`src/rtl/rsup_pkg.sv`:
```
package rsup_pkg;

    typedef enum logic {
        POL_LOW  = 1'b0,
        POL_HIGH = 1'b1
    } rst_pol_e;

    typedef struct packed {
        logic supply;
        logic manual;
        logic wdog;
    } cause_t;

endpackage

```
`src/rtl/rsup_sync.sv`:
```
module rsup_sync #(
    parameter int unsigned      WIDTH   = 2,
    parameter logic [WIDTH-1:0] RST_VAL = '0
) (
    input  logic             clk_i,
    input  logic             rst_ni,
    input  logic [WIDTH-1:0] d_i,
    output logic [WIDTH-1:0] q_o
);

    typedef struct packed {
        logic [WIDTH-1:0] meta;
        logic [WIDTH-1:0] stable;
    } sync_t;

    sync_t st_d, st_q;

    always_comb begin
        st_d.meta   = d_i;
        st_d.stable = st_q.meta;
    end

    always_ff @(posedge clk_i or negedge rst_ni) begin
        if (!rst_ni) begin
            st_q.meta   <= RST_VAL;
            st_q.stable <= RST_VAL;
        end else begin
            st_q <= st_d;
        end
    end

    assign q_o = st_q.stable;

endmodule

```
`src/rtl/rsup_wdog.sv`:
```
module rsup_wdog #(
    parameter int unsigned TIMEOUT_CYC = 1000
) (
    input  logic clk_i,
    input  logic rst_ni,
    input  logic kick_i,
    input  logic hold_clr_i,
    output logic fire_o
);

    localparam int unsigned CW = $clog2(TIMEOUT_CYC + 1);
    localparam logic [CW-1:0] LAST = CW'(TIMEOUT_CYC - 1);

    typedef struct packed {
        logic          prev;
        logic [CW-1:0] idle;
    } wdog_t;

    wdog_t st_d, st_q;
    logic  edge_seen;
    logic  fire;

    always_comb begin
        edge_seen = kick_i ^ st_q.prev;
        fire      = !hold_clr_i && !edge_seen && (st_q.idle == LAST);
        st_d.prev = kick_i;
        if (hold_clr_i || edge_seen || fire) begin
            st_d.idle = '0;
        end else begin
            st_d.idle = st_q.idle + CW'(1);
        end
    end

    always_ff @(posedge clk_i or negedge rst_ni) begin
        if (!rst_ni) begin
            st_q.prev <= 1'b0;
            st_q.idle <= '0;
        end else begin
            st_q <= st_d;
        end
    end

    assign fire_o = fire;

endmodule

```
`src/rtl/rsup_hold.sv`:
```
module rsup_hold #(
    parameter int unsigned HOLD_CYC = 200
) (
    input  logic clk_i,
    input  logic rst_ni,
    input  logic ext_cause_i,
    input  logic wd_fire_i,
    output logic asrt_o,
    output logic wd_flag_o
);

    localparam int unsigned HW = $clog2(HOLD_CYC + 1);
    localparam logic [HW-1:0] LAST = HW'(HOLD_CYC - 1);

    typedef struct packed {
        logic          asrt;
        logic          flag;
        logic [HW-1:0] cnt;
    } hold_t;

    hold_t st_d, st_q;

    always_comb begin
        st_d = st_q;
        if (ext_cause_i || wd_fire_i) begin
            st_d.asrt = 1'b1;
            st_d.cnt  = '0;
        end else if (st_q.asrt) begin
            if (st_q.cnt == LAST) begin
                st_d.asrt = 1'b0;
                st_d.cnt  = '0;
            end else begin
                st_d.cnt = st_q.cnt + HW'(1);
            end
        end
        if (ext_cause_i) begin
            st_d.flag = 1'b0;
        end else if (wd_fire_i) begin
            st_d.flag = 1'b1;
        end
    end

    always_ff @(posedge clk_i or negedge rst_ni) begin
        if (!rst_ni) begin
            st_q.asrt <= 1'b1;
            st_q.flag <= 1'b0;
            st_q.cnt  <= '0;
        end else begin
            st_q <= st_d;
        end
    end

    assign asrt_o    = st_q.asrt;
    assign wd_flag_o = st_q.flag;

endmodule

```
`src/rtl/rst_supervisor.sv`:
```
module rst_supervisor
    import rsup_pkg::*;
#(
    parameter int unsigned TIMEOUT_CYC = 1000,
    parameter int unsigned HOLD_CYC    = 200,
    parameter rst_pol_e    POLARITY    = POL_LOW
) (
    input  logic clk_i,
    input  logic por_ni,
    input  logic supply_ok_i,
    input  logic man_rst_ni,
    input  logic wdi_i,
    output logic rst_o,
    output logic wd_cause_o
);

    // bit 0: manual request (idle high), bit 1: watchdog kick
    localparam logic [1:0] SYNC_RST = 2'b01;

    logic [1:0] raw_in;
    logic [1:0] sync_in;
    cause_t     cause;
    logic       wd_fire;
    logic       asrt;

    assign raw_in = {wdi_i, man_rst_ni};

    rsup_sync #(
        .WIDTH  (2),
        .RST_VAL(SYNC_RST)
    ) u_sync (
        .clk_i (clk_i),
        .rst_ni(por_ni),
        .d_i   (raw_in),
        .q_o   (sync_in)
    );

    rsup_wdog #(
        .TIMEOUT_CYC(TIMEOUT_CYC)
    ) u_wdog (
        .clk_i     (clk_i),
        .rst_ni    (por_ni),
        .kick_i    (sync_in[1]),
        .hold_clr_i(asrt),
        .fire_o    (wd_fire)
    );

    always_comb begin
        cause.supply = !supply_ok_i;
        cause.manual = !sync_in[0];
        cause.wdog   = wd_fire;
    end

    rsup_hold #(
        .HOLD_CYC(HOLD_CYC)
    ) u_hold (
        .clk_i      (clk_i),
        .rst_ni     (por_ni),
        .ext_cause_i(cause.supply | cause.manual),
        .wd_fire_i  (cause.wdog),
        .asrt_o     (asrt),
        .wd_flag_o  (wd_cause_o)
    );

    generate
        if (POLARITY == POL_HIGH) begin : g_out_hi
            assign rst_o = asrt;
        end else begin : g_out_lo
            assign rst_o = ~asrt;
        end
    endgenerate

endmodule

```
`config.mk`:
```
export PLATFORM = sky130hd
export DESIGN_NAME = rst_supervisor
export DESIGN_NICKNAME = d
export VERILOG_FILES = /design/src/rtl/rsup_pkg.sv /design/src/rtl/rsup_sync.sv /design/src/rtl/rsup_wdog.sv /design/src/rtl/rsup_hold.sv /design/src/rtl/rst_supervisor.sv
export SDC_FILE = /design/constraint.sdc
export NUM_CORES = 1
export LEC_CHECK = 0
export ABC_AREA = 1
export BUFFER_PORTS_ARGS = -buffer_cell sky130_fd_sc_hd__buf_2
export CAP_MARGIN = 20
export CORE_MARGIN = 3
export CORE_UTILIZATION = 58
export CTS_CLUSTER_DIAMETER = 80
export DETAILED_ROUTE_END_ITERATION = 10
export PLACE_DENSITY = 0.88
export SLEW_MARGIN = 20
export SYNTH_ARGS = -nofsm -noshare
export SYNTH_HDL_FRONTEND = slang
export SYNTH_SLANG_ARGS = --single-unit
export TNS_END_PERCENT = 1
```
`constraint.sdc`:
```
create_clock -name clk_i -period 2.2 [get_ports clk_i]
set_clock_uncertainty 0.2 [all_clocks]
set_input_delay 0.55 -clock clk_i [delete_from_list [all_inputs] [get_ports clk_i]]
set_output_delay 0.55 -clock clk_i [all_outputs]
set_load 0.05 [all_outputs]
```
==> run summary, run 1 <==
Async set-reset flop share out of synthesis -> 100%
Worst Path Class, Setup -> flop to primary output
Largest net degree at the start of global routing -> 26
GPL Wtd Cong -> 0.805
Sequential fraction of the synthesis area -> 49.7%
Critical Path Source Type -> flop
EDFF count, synth -> 0
Worst vdd ir -> 0.608 mV
Post-CTS Resized -> 0
Critical path's top delay family -> flip-flops
Core ar. -> 2020 µm²
Fin crit period -> 1.99 ns
Worst Hold Class -> primary input to flop
Chip Height -> 52.7 µm
Final worst path period share -> 90.5%
Clock root buffer master -> clkbuf_4
Critical path peak fanout -> 9
Max-Cap Viols -> 0
Slew Limit Headroom -> 64.6%
Syn_nets -> 149
Initial antenna violation count -> 0
Setup bufs post-CTS -> 0
Initial DRC Count -> 21
DR WL/cell -> 12.7 µm
Final max-slew violation count -> 0
Port-buffer cells -> 6
Clock Path Buffers -> 2
Area delta synth->final -> 7.02%
Required time of the critical path -> 1.45 ns
Most frequent cells in the layout -> nand2_1, dfrtp_1, nor2_1
Top_reg_cell synth -> dfrtp_1
TritonCTS buffer count -> 3
Status -> complete, no violations
Crit-path cells -> inv_2, buf_2
Leakage -> 0.610 nW
Fin. Hold Viols -> 0
Reg2reg setup slack -> 0.44 ns
Via density -> 5.48
Row Count -> 16
# diodes -> 0
FMAX -> 502 MHz
GRT overflow -> 0
Slew @ Worst Pin -> 0.532 ns
CP Buf/Inv Count -> 2
Drt drc -> 0
Syn Area/Cell -> 8.92 µm²
Pre-antenna DRT Iters -> 4
Post-Syn Instances -> 142
Vias in the first global route -> 927
CTS tree -> done
Initial core utilization -> 62.6%
Worst path slowest cell -> dfstp_2
Worst hold margin -> 0.108 ns
Total number of H-tree levels -> 1
# setup viols final -> 0
First-pass GRT wire length -> 3800 µm
# hold bufs at CTS -> 1
Synthesis-stage register bit count -> 25
DRT antenna net count -> 0
Clock-pin slew on the worst setup and hold paths -> 0.14 ns
GRT Total Usage -> 19.2%
Via count -> 976
Setup_tns -> 0 ns
CP Data Arrival Time -> 1.24 ns
Mapped Area -> 1270 µm²
Share of cells above drive strength 1 -> 20.5%
CP max stage delay -> 0.60 ns
Clk_lat worst skew -> 0.32 ns
Critical Path End Type -> primary output
Commonest non-fill, non-tap cell in the layout -> nand2_1
IO Count -> 7
Die width -> 52.7 µm
Nets -> 159
Ys Warns -> 0
Synth cell types -> 26
Die area -> 2780 µm²
TritonCTS Sinks -> 25
Power Density -> 519 nW/µm²
Post-DP HPWL -> 1650 µm
Overall routed net length -> 2250 µm
RSZ-0062 raised after global routing -> no
[metal layers]
layer  track usage, %  wire length, µm  share of wire (%)  up-vias
met2             35.5             1210                 54       20
met5                0                0                  0        -
met3             5.13               91                4.0        6
met4             8.09               40                1.8        0
li1                 -                -                  -      480
met1             19.9              913                 41      470
[worst register-to-register path, stage by stage (launching register included)]
cell	delay [ns]
dfrtp_1	0.44
ha_1	0.22
nand2_1	0.14
inv_1	0.06
nand2_1	0.08
nor2_1	0.04
nor2_1	0.26
nand4_1	0.17
nand2_1	0.10
[report_power, final]
group	total, mW	internal, mW	switching (mW)
Combinational	0.0233	0.00637	0.0169
Clock	0.210	0.0696	0.140
Sequential	0.471	0.467	0.00343
[sequential cells by signal, summed over array words and instances, names as in the netlist]
name	cells
u_sync.q_o	2
u_hold.st_q	8
u_hold.asrt_o	1
u_sync.st_d	2
u_hold.wd_flag_o	1
u_wdog.st_q	11
[logic make-up (layout without fill, tap and decap cells)]
family | Yosys count | in the layout | synth area share (%)
flip-flops | 25 | 25 | 49.7
XOR/XNOR | 7 | 7 | 4.84
adder cells (fa/ha/maj) | 2 | 2 | 1.98
buffers and inverters | 18 | 27 | 5.93
AO/OA/AOI/OAI | 8 | 8 | 3.76
AND/OR/NAND/NOR | 82 | 82 | 33.8
[synthesized netlist by cell type, types with 2 or more instances]
master | number | area share [%]
o21ai_0 | 3 | 1.2
nand2_2 | 6 | 3.0
inv_2 | 3 | 0.89
nor3_1 | 3 | 1.2
nor3_2 | 2 | 1.6
dfrtp_1 | 22 | 43
nand2_1 | 27 | 8.0
nand4_1 | 10 | 4.9
nor2_4 | 2 | 1.8
nand3_1 | 6 | 2.4
nor2_1 | 21 | 6.2
ha_1 | 2 | 2.0
a21oi_1 | 2 | 0.79
xor2_1 | 7 | 4.8
inv_1 | 13 | 3.9
dfstp_2 | 3 | 6.2
[per-stage QoR]
step / instances / total power [mW] / instance area (µm²) / setup WS [ns] / utilization, %
6_report: 178 / 0.704 / 1360 / 0.208 / 67.0
5_1_grt: 178 / 0.729 / 1360 / 0.171 / 67.0
4_1_cts: 178 / 0.711 / 1360 / 0.212 / 67.0
3_5_place_dp: 173 / 0.502 / 1320 / 0.504 / 65.0
3_3_place_gp: 173 / 0.500 / 1320 / 0.565 / 65.0
2_1_floorplan: 142 / 0.488 / 1270 / 0.667 / -
[final timing paths]
check	from	to	cells past startpoint
max	u_hold.asrt_o	rst_o	2
min	man_rst_ni	u_sync.st_d[0]	1
max reg2reg	u_hold.st_q[0]	u_hold.st_q[3]	8
max in group asynchronous	por_ni	u_sync.st_d[0]	2
min reg2reg	u_sync.st_d[0]	u_sync.q_o[0]	0
min in group asynchronous	por_ni	u_hold.st_q[5]	2
[final cells by class]
type,count,area [µm²]
well taps,27,33.8
inverters,16,60.1
multi-input cells,99,562
repair buffers,7,40.0
clock buffers,3,22.5
clock inverters,1,7.51
fillers,154,667
flip-flops and latches,25,629
Note: power is estimated with default switching activity, not from simulation.
==> run 2, diff against run 1 <==
==> constraint.sdc (replaced) <==
create_clock -name clk_i -period 1.9 [get_ports clk_i]
set_clock_uncertainty 0.2 [all_clocks]
set_input_delay 0.475 -clock clk_i [delete_from_list [all_inputs] [get_ports clk_i]]
set_output_delay 0.475 -clock clk_i [all_outputs]
set_load 0.05 [all_outputs]
==> run 2 against run 1 <==
Compared with the run above: global-route usage fell by 0.31 points; clock power is 13% higher; utilization grew 0.37 points; final cell count grew 0.56%; flip-flop and latch count is the same; first-iteration DRC count fell by 14%; via count fell by 4.6%; die area unchanged; non-clock buffer count up 1; worst hold slack worse by 0.079 ns; combinational power rose by 15%; register-to-register slack lost 0.25 ns.
==> run summary, run 2 (synthesized netlist as in run 1, its figures left out) <==
Status -> complete, no violations (unchanged)
Pint -> 0.628 mW (was 0.543 mW)
Cells on worst reg2reg path -> 8 (unchanged)
Critical path peak fanout -> 9 (unchanged)
FMAX -> 541 MHz
Post-layout util -> 67.4% (was 67.0%)
Biggest regs -> u_wdog.st_q x11, u_hold.st_q x8 (unchanged)
Largest net degree at the start of global routing -> 26 (unchanged)
Worst Hold Class -> primary input to flop (unchanged)
Commonest non-fill, non-tap cell in the layout -> nand2_1 (unchanged)
Port-buffer cells -> 6 (unchanged)
Sw Share -> 22.4% (was 22.8%)
Sequential power share -> 67.4% (was 66.9%)
Slew Limit Headroom -> 64.1% (was 64.6%)
Clock power share -> 29.3% (was 29.8%)
TritonCTS Sinks -> 25 (unchanged)
Chip Height -> 52.7 µm (unchanged)
Critical path origin -> u_hold.asrt_o (unchanged)
Worst path slowest cell -> dfstp_2 (unchanged)
Flip-flop count of the largest register after layout -> 11 (unchanged)
DR WL/cell -> 12.6 µm (was 12.7 µm)
Worst Path Class, Setup -> flop to primary output (unchanged)
Logic pwr share -> 3.3% (about the same)
Global Route met3 Usage -> 3.42% (was 5.13%)
Nets -> 160 (was 159)
Via count -> 931 (was 976)
Final max-slew violation count -> 0 (unchanged)
Clock Path Buffers -> 2 (unchanged)
Fin crit period -> 1.85 ns
Required time of the critical path -> 1.22 ns (was 1.45 ns)
Clock-pin slew on the worst setup and hold paths -> 0.14 ns (about the same)
Leakage -> 0.617 nW (was 0.610 nW)
CP max stage delay -> 0.57 ns (was 0.60 ns)
DRT antenna net count -> 0 (unchanged)
First-pass GRT wire length -> 3780 µm (was 3800 µm)
GPL Wtd Cong -> 0.809 (was 0.805)
Worst hold stages -> 1 (unchanged)
RSZ-0062 raised after global routing -> no (unchanged)
Die width -> 52.7 µm (unchanged)
IO Count -> 7 (unchanged)
Via density -> 5.20 (was 5.48)
Post-DP HPWL -> 1640 µm (was 1650 µm)
Pre-antenna DRT Iters -> 4 (unchanged)
GRT Total Usage -> 18.8% (was 19.2%)
Crit-path cells -> inv_2, buf_4 (was inv_2, buf_2)
# diodes -> 0 (unchanged)
Worst hold path startpoint -> man_rst_ni (unchanged)
GRT overflow -> 0 (unchanged)
Critical Path Source Type -> flop (unchanged)
FF/Latch Area -> 629 µm² (unchanged)
Worst hold margin -> 0.0297 ns (was 0.108 ns)
Slew @ Worst Pin -> 0.539 ns (was 0.532 ns)
Row Count -> 16 (unchanged)
CP Data Arrival Time -> 1.17 ns (was 1.24 ns)
CTS tree -> done (unchanged)
Clk_lat worst skew -> 0.33 ns (was 0.32 ns)
Power Density -> 593 nW/µm² (was 519 nW/µm²)
Post-route setup slack -> 0.0519 ns (was 0.208 ns)
Final Cell Area -> 1360 µm² (about the same)
Area delta synth->final -> 7.61% (was 7.02%)
Die area -> 2780 µm² (unchanged)
Setup_tns -> 0 ns (unchanged)
Drt drc -> 0 (unchanged)
Reg2Reg Launch Point -> u_wdog.st_q[0] (was u_hold.st_q[0])
Cell area after placement -> 1320 µm² (unchanged)
Layout Cells excl Fill -> 179 (was 178)
Share of cells above drive strength 1 -> 21.1% (was 20.5%)
Multi-input gate area -> 562 µm² (unchanged)
Met1 Resource Use GR -> 21.1% (was 19.9%)
# setup viols final -> 0 (unchanged)
Initial antenna violation count -> 0 (unchanged)
Max-Cap Viols -> 0 (unchanged)
Top reg by flops -> u_wdog.st_q (unchanged)
Placed insts -> 173 (unchanged)
GR peak layer -> met2 (unchanged)
Initial DRC Count -> 18 (was 21)
Setup WS pre-CTS -> 0.225 ns (was 0.504 ns)
Overall routed net length -> 2260 µm (was 2250 µm)
Met2 Track Usage GR -> 34.5% (was 35.5%)
Critical Path End Type -> primary output (unchanged)
Switch Pwr -> 0.181 mW (was 0.160 mW)
Initial core utilization -> 62.6% (unchanged)
Final worst path period share -> 97.3%
Core ar. -> 2020 µm² (unchanged)
Worst vdd ir -> 0.579 mV (was 0.608 mV)
Most frequent cells in the layout -> nand2_1, dfrtp_1, nor2_1 (unchanged)
Total number of H-tree levels -> 1 (unchanged)
Clock root buffer master -> clkbuf_4 (unchanged)
TritonCTS buffer count -> 3 (unchanged)
Vias in the first global route -> 870 (was 927)
Fin. Hold Viols -> 0 (unchanged)
FILL cells -> 164 (was 154)
Pwr Total -> 0.809 mW (was 0.704 mW)
-- run 2: changes by cell type in the layout (fill, tap and decap cells not counted), sizes merged --
cell      change
buf           +1
clkinv        +1
clkinvlp      -1
-- run 2: final cells by class --
cell class | count | share of cell area [%]
Tap cell | 27 | 2.48
Clock inverter | 1 | 0.367
Inverter | 16 | 4.41
Clock buffer | 3 | 1.65
Multi-Input combinational cell | 99 | 41.2
Sequential cell | 25 | 46.2
Timing Repair Buffer | 8 | 3.67
-- run 2: power by group through the flow --
stage	logic [mW]	registers, mW	clock network [mW]
2_1_floorplan	0.0105	0.554	0
3_3_place_gp	0.0253	0.554	0
3_5_place_dp	0.0260	0.555	0
4_1_cts	0.0279	0.545	0.248
5_1_grt	0.0309	0.546	0.265
6_report	0.0267	0.545	0.237
-- run 2: timing repair --
item,in CTS,in global routing
endpoints found under the setup margin,1,0
setup buffers,1,0
hold buffers,1,0
gates resized for setup,1,0
hold endpoints to repair,22,0
-- run 2: final timing paths --
path	endpoint	slack, ns
min in group asynchronous	u_hold.st_q[3]	0.45
hold reg to reg	u_sync.q_o[0]	0.17
setup reg to reg	u_hold.st_q[4]	0.19
max in group asynchronous	u_hold.asrt_o	0.68
hold / removal	u_sync.st_d[0]	0.03
setup / recovery	rst_o	0.05
-- run 2: routing by layer --
metal | vias up | wire (µm) | share of wire [%]
met3 | 2 | 56 | 2.5
met4 | 0 | 29 | 1.3
met2 | 10 | 1160 | 51
li1 | 479 | - | -
met5 | - | 0 | 0
met1 | 440 | 1010 | 45
-- run 2: worst max-delay path: cells and delay by family, from the launching register on --
kind	cells	cell delay (ns)
buffers and inverters	2	0.29
DFF	1	0.57
==> run 3, diff against run 2 <==
--- a/config.mk
+++ b/config.mk
@@ -12,7 +12,7 @@
 export CORE_UTILIZATION = 58
 export CTS_CLUSTER_DIAMETER = 80
 export DETAILED_ROUTE_END_ITERATION = 10
-export PLACE_DENSITY = 0.88
+export PLACE_DENSITY = 0.79
 export SLEW_MARGIN = 20
 export SYNTH_ARGS = -nofsm -noshare
 export SYNTH_HDL_FRONTEND = slang
==> run 3 against run 2 <==
Compared with the run above: clock-buffer cell count rose by 1; setup slack improved by 0.013 ns; clock power fell by 4%; critical path depth did not move; utilization fell by 0.062 points.
==> run summary, run 3 (synthesized netlist as in run 1, its figures left out) <==
Via density -> 5.31 (was 5.20)
CTS tree -> done (unchanged)
# setup viols final -> 0 (unchanged)
Critical Path Source Type -> flop (unchanged)
Status -> complete, no violations (unchanged)
IO Count -> 7 (unchanged)
Initial core utilization -> 62.6% (unchanged)
Nets -> 160 (unchanged)
Flip-flop count of the largest register after layout -> 11 (unchanged)
Fin crit period -> 1.84 ns (was 1.85 ns)
Final max-slew violation count -> 0 (unchanged)
Pre-antenna DRT Iters -> 4 (unchanged)
FF/Latch Area -> 629 µm² (unchanged)
DR WL/cell -> 12.2 µm (was 12.6 µm)
Clock-pin slew on the worst setup and hold paths -> 0.12 ns (was 0.14 ns)
CP Data Arrival Time -> 1.16 ns (was 1.17 ns)
Initial DRC Count -> 30 (was 18)
Most frequent cells in the layout -> nand2_1, dfrtp_1, nor2_1 (unchanged)
Slew Limit Headroom -> 64.0% (was 64.1%)
# diodes -> 0 (unchanged)
Post-DP HPWL -> 1570 µm (was 1640 µm)
Post-route setup slack -> 0.0649 ns (was 0.0519 ns)
Worst vdd ir -> 0.405 mV (was 0.579 mV)
Slew @ Worst Pin -> 0.539 ns (about the same)
Biggest regs -> u_wdog.st_q x11, u_hold.st_q x8 (unchanged)
Largest net degree at the start of global routing -> 26 (unchanged)
Worst Path Class, Setup -> flop to primary output (unchanged)
Worst Hold Class -> primary input to flop (unchanged)
Top reg by flops -> u_wdog.st_q (unchanged)
Leakage -> 0.615 nW (was 0.617 nW)
Total number of H-tree levels -> 1 (unchanged)
Cell area after placement -> 1320 µm² (unchanged)
Die width -> 52.7 µm (unchanged)
Die area -> 2780 µm² (unchanged)
Area delta synth->final -> 7.51% (was 7.61%)
GRT overflow -> 0 (unchanged)
Chip Height -> 52.7 µm (unchanged)
Power Density -> 587 nW/µm² (was 593 nW/µm²)
Row Count -> 16 (unchanged)
Max-Cap Viols -> 0 (unchanged)
Critical Path End Type -> primary output (unchanged)
GPL Wtd Cong -> 0.865 (was 0.809)
RSZ-0062 raised after global routing -> no (unchanged)
Required time of the critical path -> 1.22 ns (about the same)
Final Cell Area -> 1360 µm² (about the same)
Setup WS pre-CTS -> 0.192 ns (was 0.225 ns)
TritonCTS Sinks -> 25 (unchanged)
DRT antenna net count -> 0 (unchanged)
Initial antenna violation count -> 0 (unchanged)
FILL cells -> 169 (was 164)
Clock Path Buffers -> 2 (unchanged)
Clk_lat worst skew -> 0.31 ns (was 0.33 ns)
Fin. Hold Viols -> 0 (unchanged)
Via count -> 951 (was 931)
GRT Total Usage -> 18.9% (was 18.8%)
Commonest non-fill, non-tap cell in the layout -> nand2_1 (unchanged)
Worst hold margin -> 0.0527 ns (was 0.0297 ns)
Overall routed net length -> 2180 µm (was 2260 µm)
Critical path peak fanout -> 9 (unchanged)
First-pass GRT wire length -> 3840 µm (was 3780 µm)
Port-buffer cells -> 6 (unchanged)
Vias in the first global route -> 894 (was 870)
Multi-input gate area -> 562 µm² (unchanged)
Drt drc -> 0 (unchanged)
Core ar. -> 2020 µm² (unchanged)
Final worst path period share -> 96.6% (was 97.3%)
Post-layout util -> 67.3% (was 67.4%)
FMAX -> 545 MHz (was 541 MHz)
Share of cells above drive strength 1 -> 20.4% (was 21.1%)
Clock root buffer master -> clkbuf_4 (unchanged)
TritonCTS buffer count -> 3 (unchanged)
Setup_tns -> 0 ns (unchanged)
[run 3: layout make-up]
type	count	share of cell area [%]
Tap cell	27	2.48
Clock buffer	4	1.93
Inverter	16	4.41
Timing Repair Buffer	8	3.68
Sequential cell	25	46.2
Multi-Input combinational cell	99	41.3
[run 3: critical path, stage by stage (launching register included)]
cell     delay, ns
dfstp_2       0.57
inv_2         0.09
buf_4         0.20
[run 3: path summary, 6_finish.rpt]
kind | start | endpoint | slack [ns] | cells past startpoint
worst max-delay path | u_hold.asrt_o | rst_o | 0.06 | 2
worst min-delay path | man_rst_ni | u_sync.st_d[0] | 0.05 | 1
worst max register to register | u_wdog.st_q[0] | u_hold.st_q[4] | 0.18 | 8
worst min register to register | u_sync.st_d[0] | u_sync.q_o[0] | 0.17 | 0
max in group asynchronous | por_ni | u_sync.q_o[0] | 0.66 | 2
min in group asynchronous | por_ni | u_wdog.st_q[3] | 0.46 | 2
[run 3: through the flow]
stage	power, mW	instances
5_1_grt	0.838	179
4_1_cts	0.808	178
3_3_place_gp	0.580	173
3_5_place_dp	0.581	173
2_1_floorplan	0.565	142
6_report	0.799	179
[run 3: where the power goes]
part           leakage [nW]  switching, mW  internal, mW
Combinational         0.269         0.0194       0.00742
Clock                0.0150          0.146        0.0818
Sequential            0.331        0.00398         0.541
[run 3: what timing repair did]
| item | 4_1_cts | 5_1_grt |
|---|---|---|
| hold buffers | 1 | 0 |
| gates resized for setup | 1 | 0 |
| pin swaps | 0 | 0 |
| gates cloned | 0 | 0 |
| endpoints found under the setup margin | 1 | 1 |
| setup buffers | 0 | 1 |
| hold endpoints to repair | 22 | 0 |
[run 3: routing by layer]
| layer | share of wire, % | up-vias | track usage [%] |
|---|---|---|---|
| li1 | - | 476 | - |
| met1 | 50 | 450 | 25.6 |
| met2 | 45 | 23 | 30.2 |
| met3 | 4.3 | 2 | 3.42 |
| met4 | 0.55 | 0 | 6.38 |
| met5 | 0 | - | 0 |
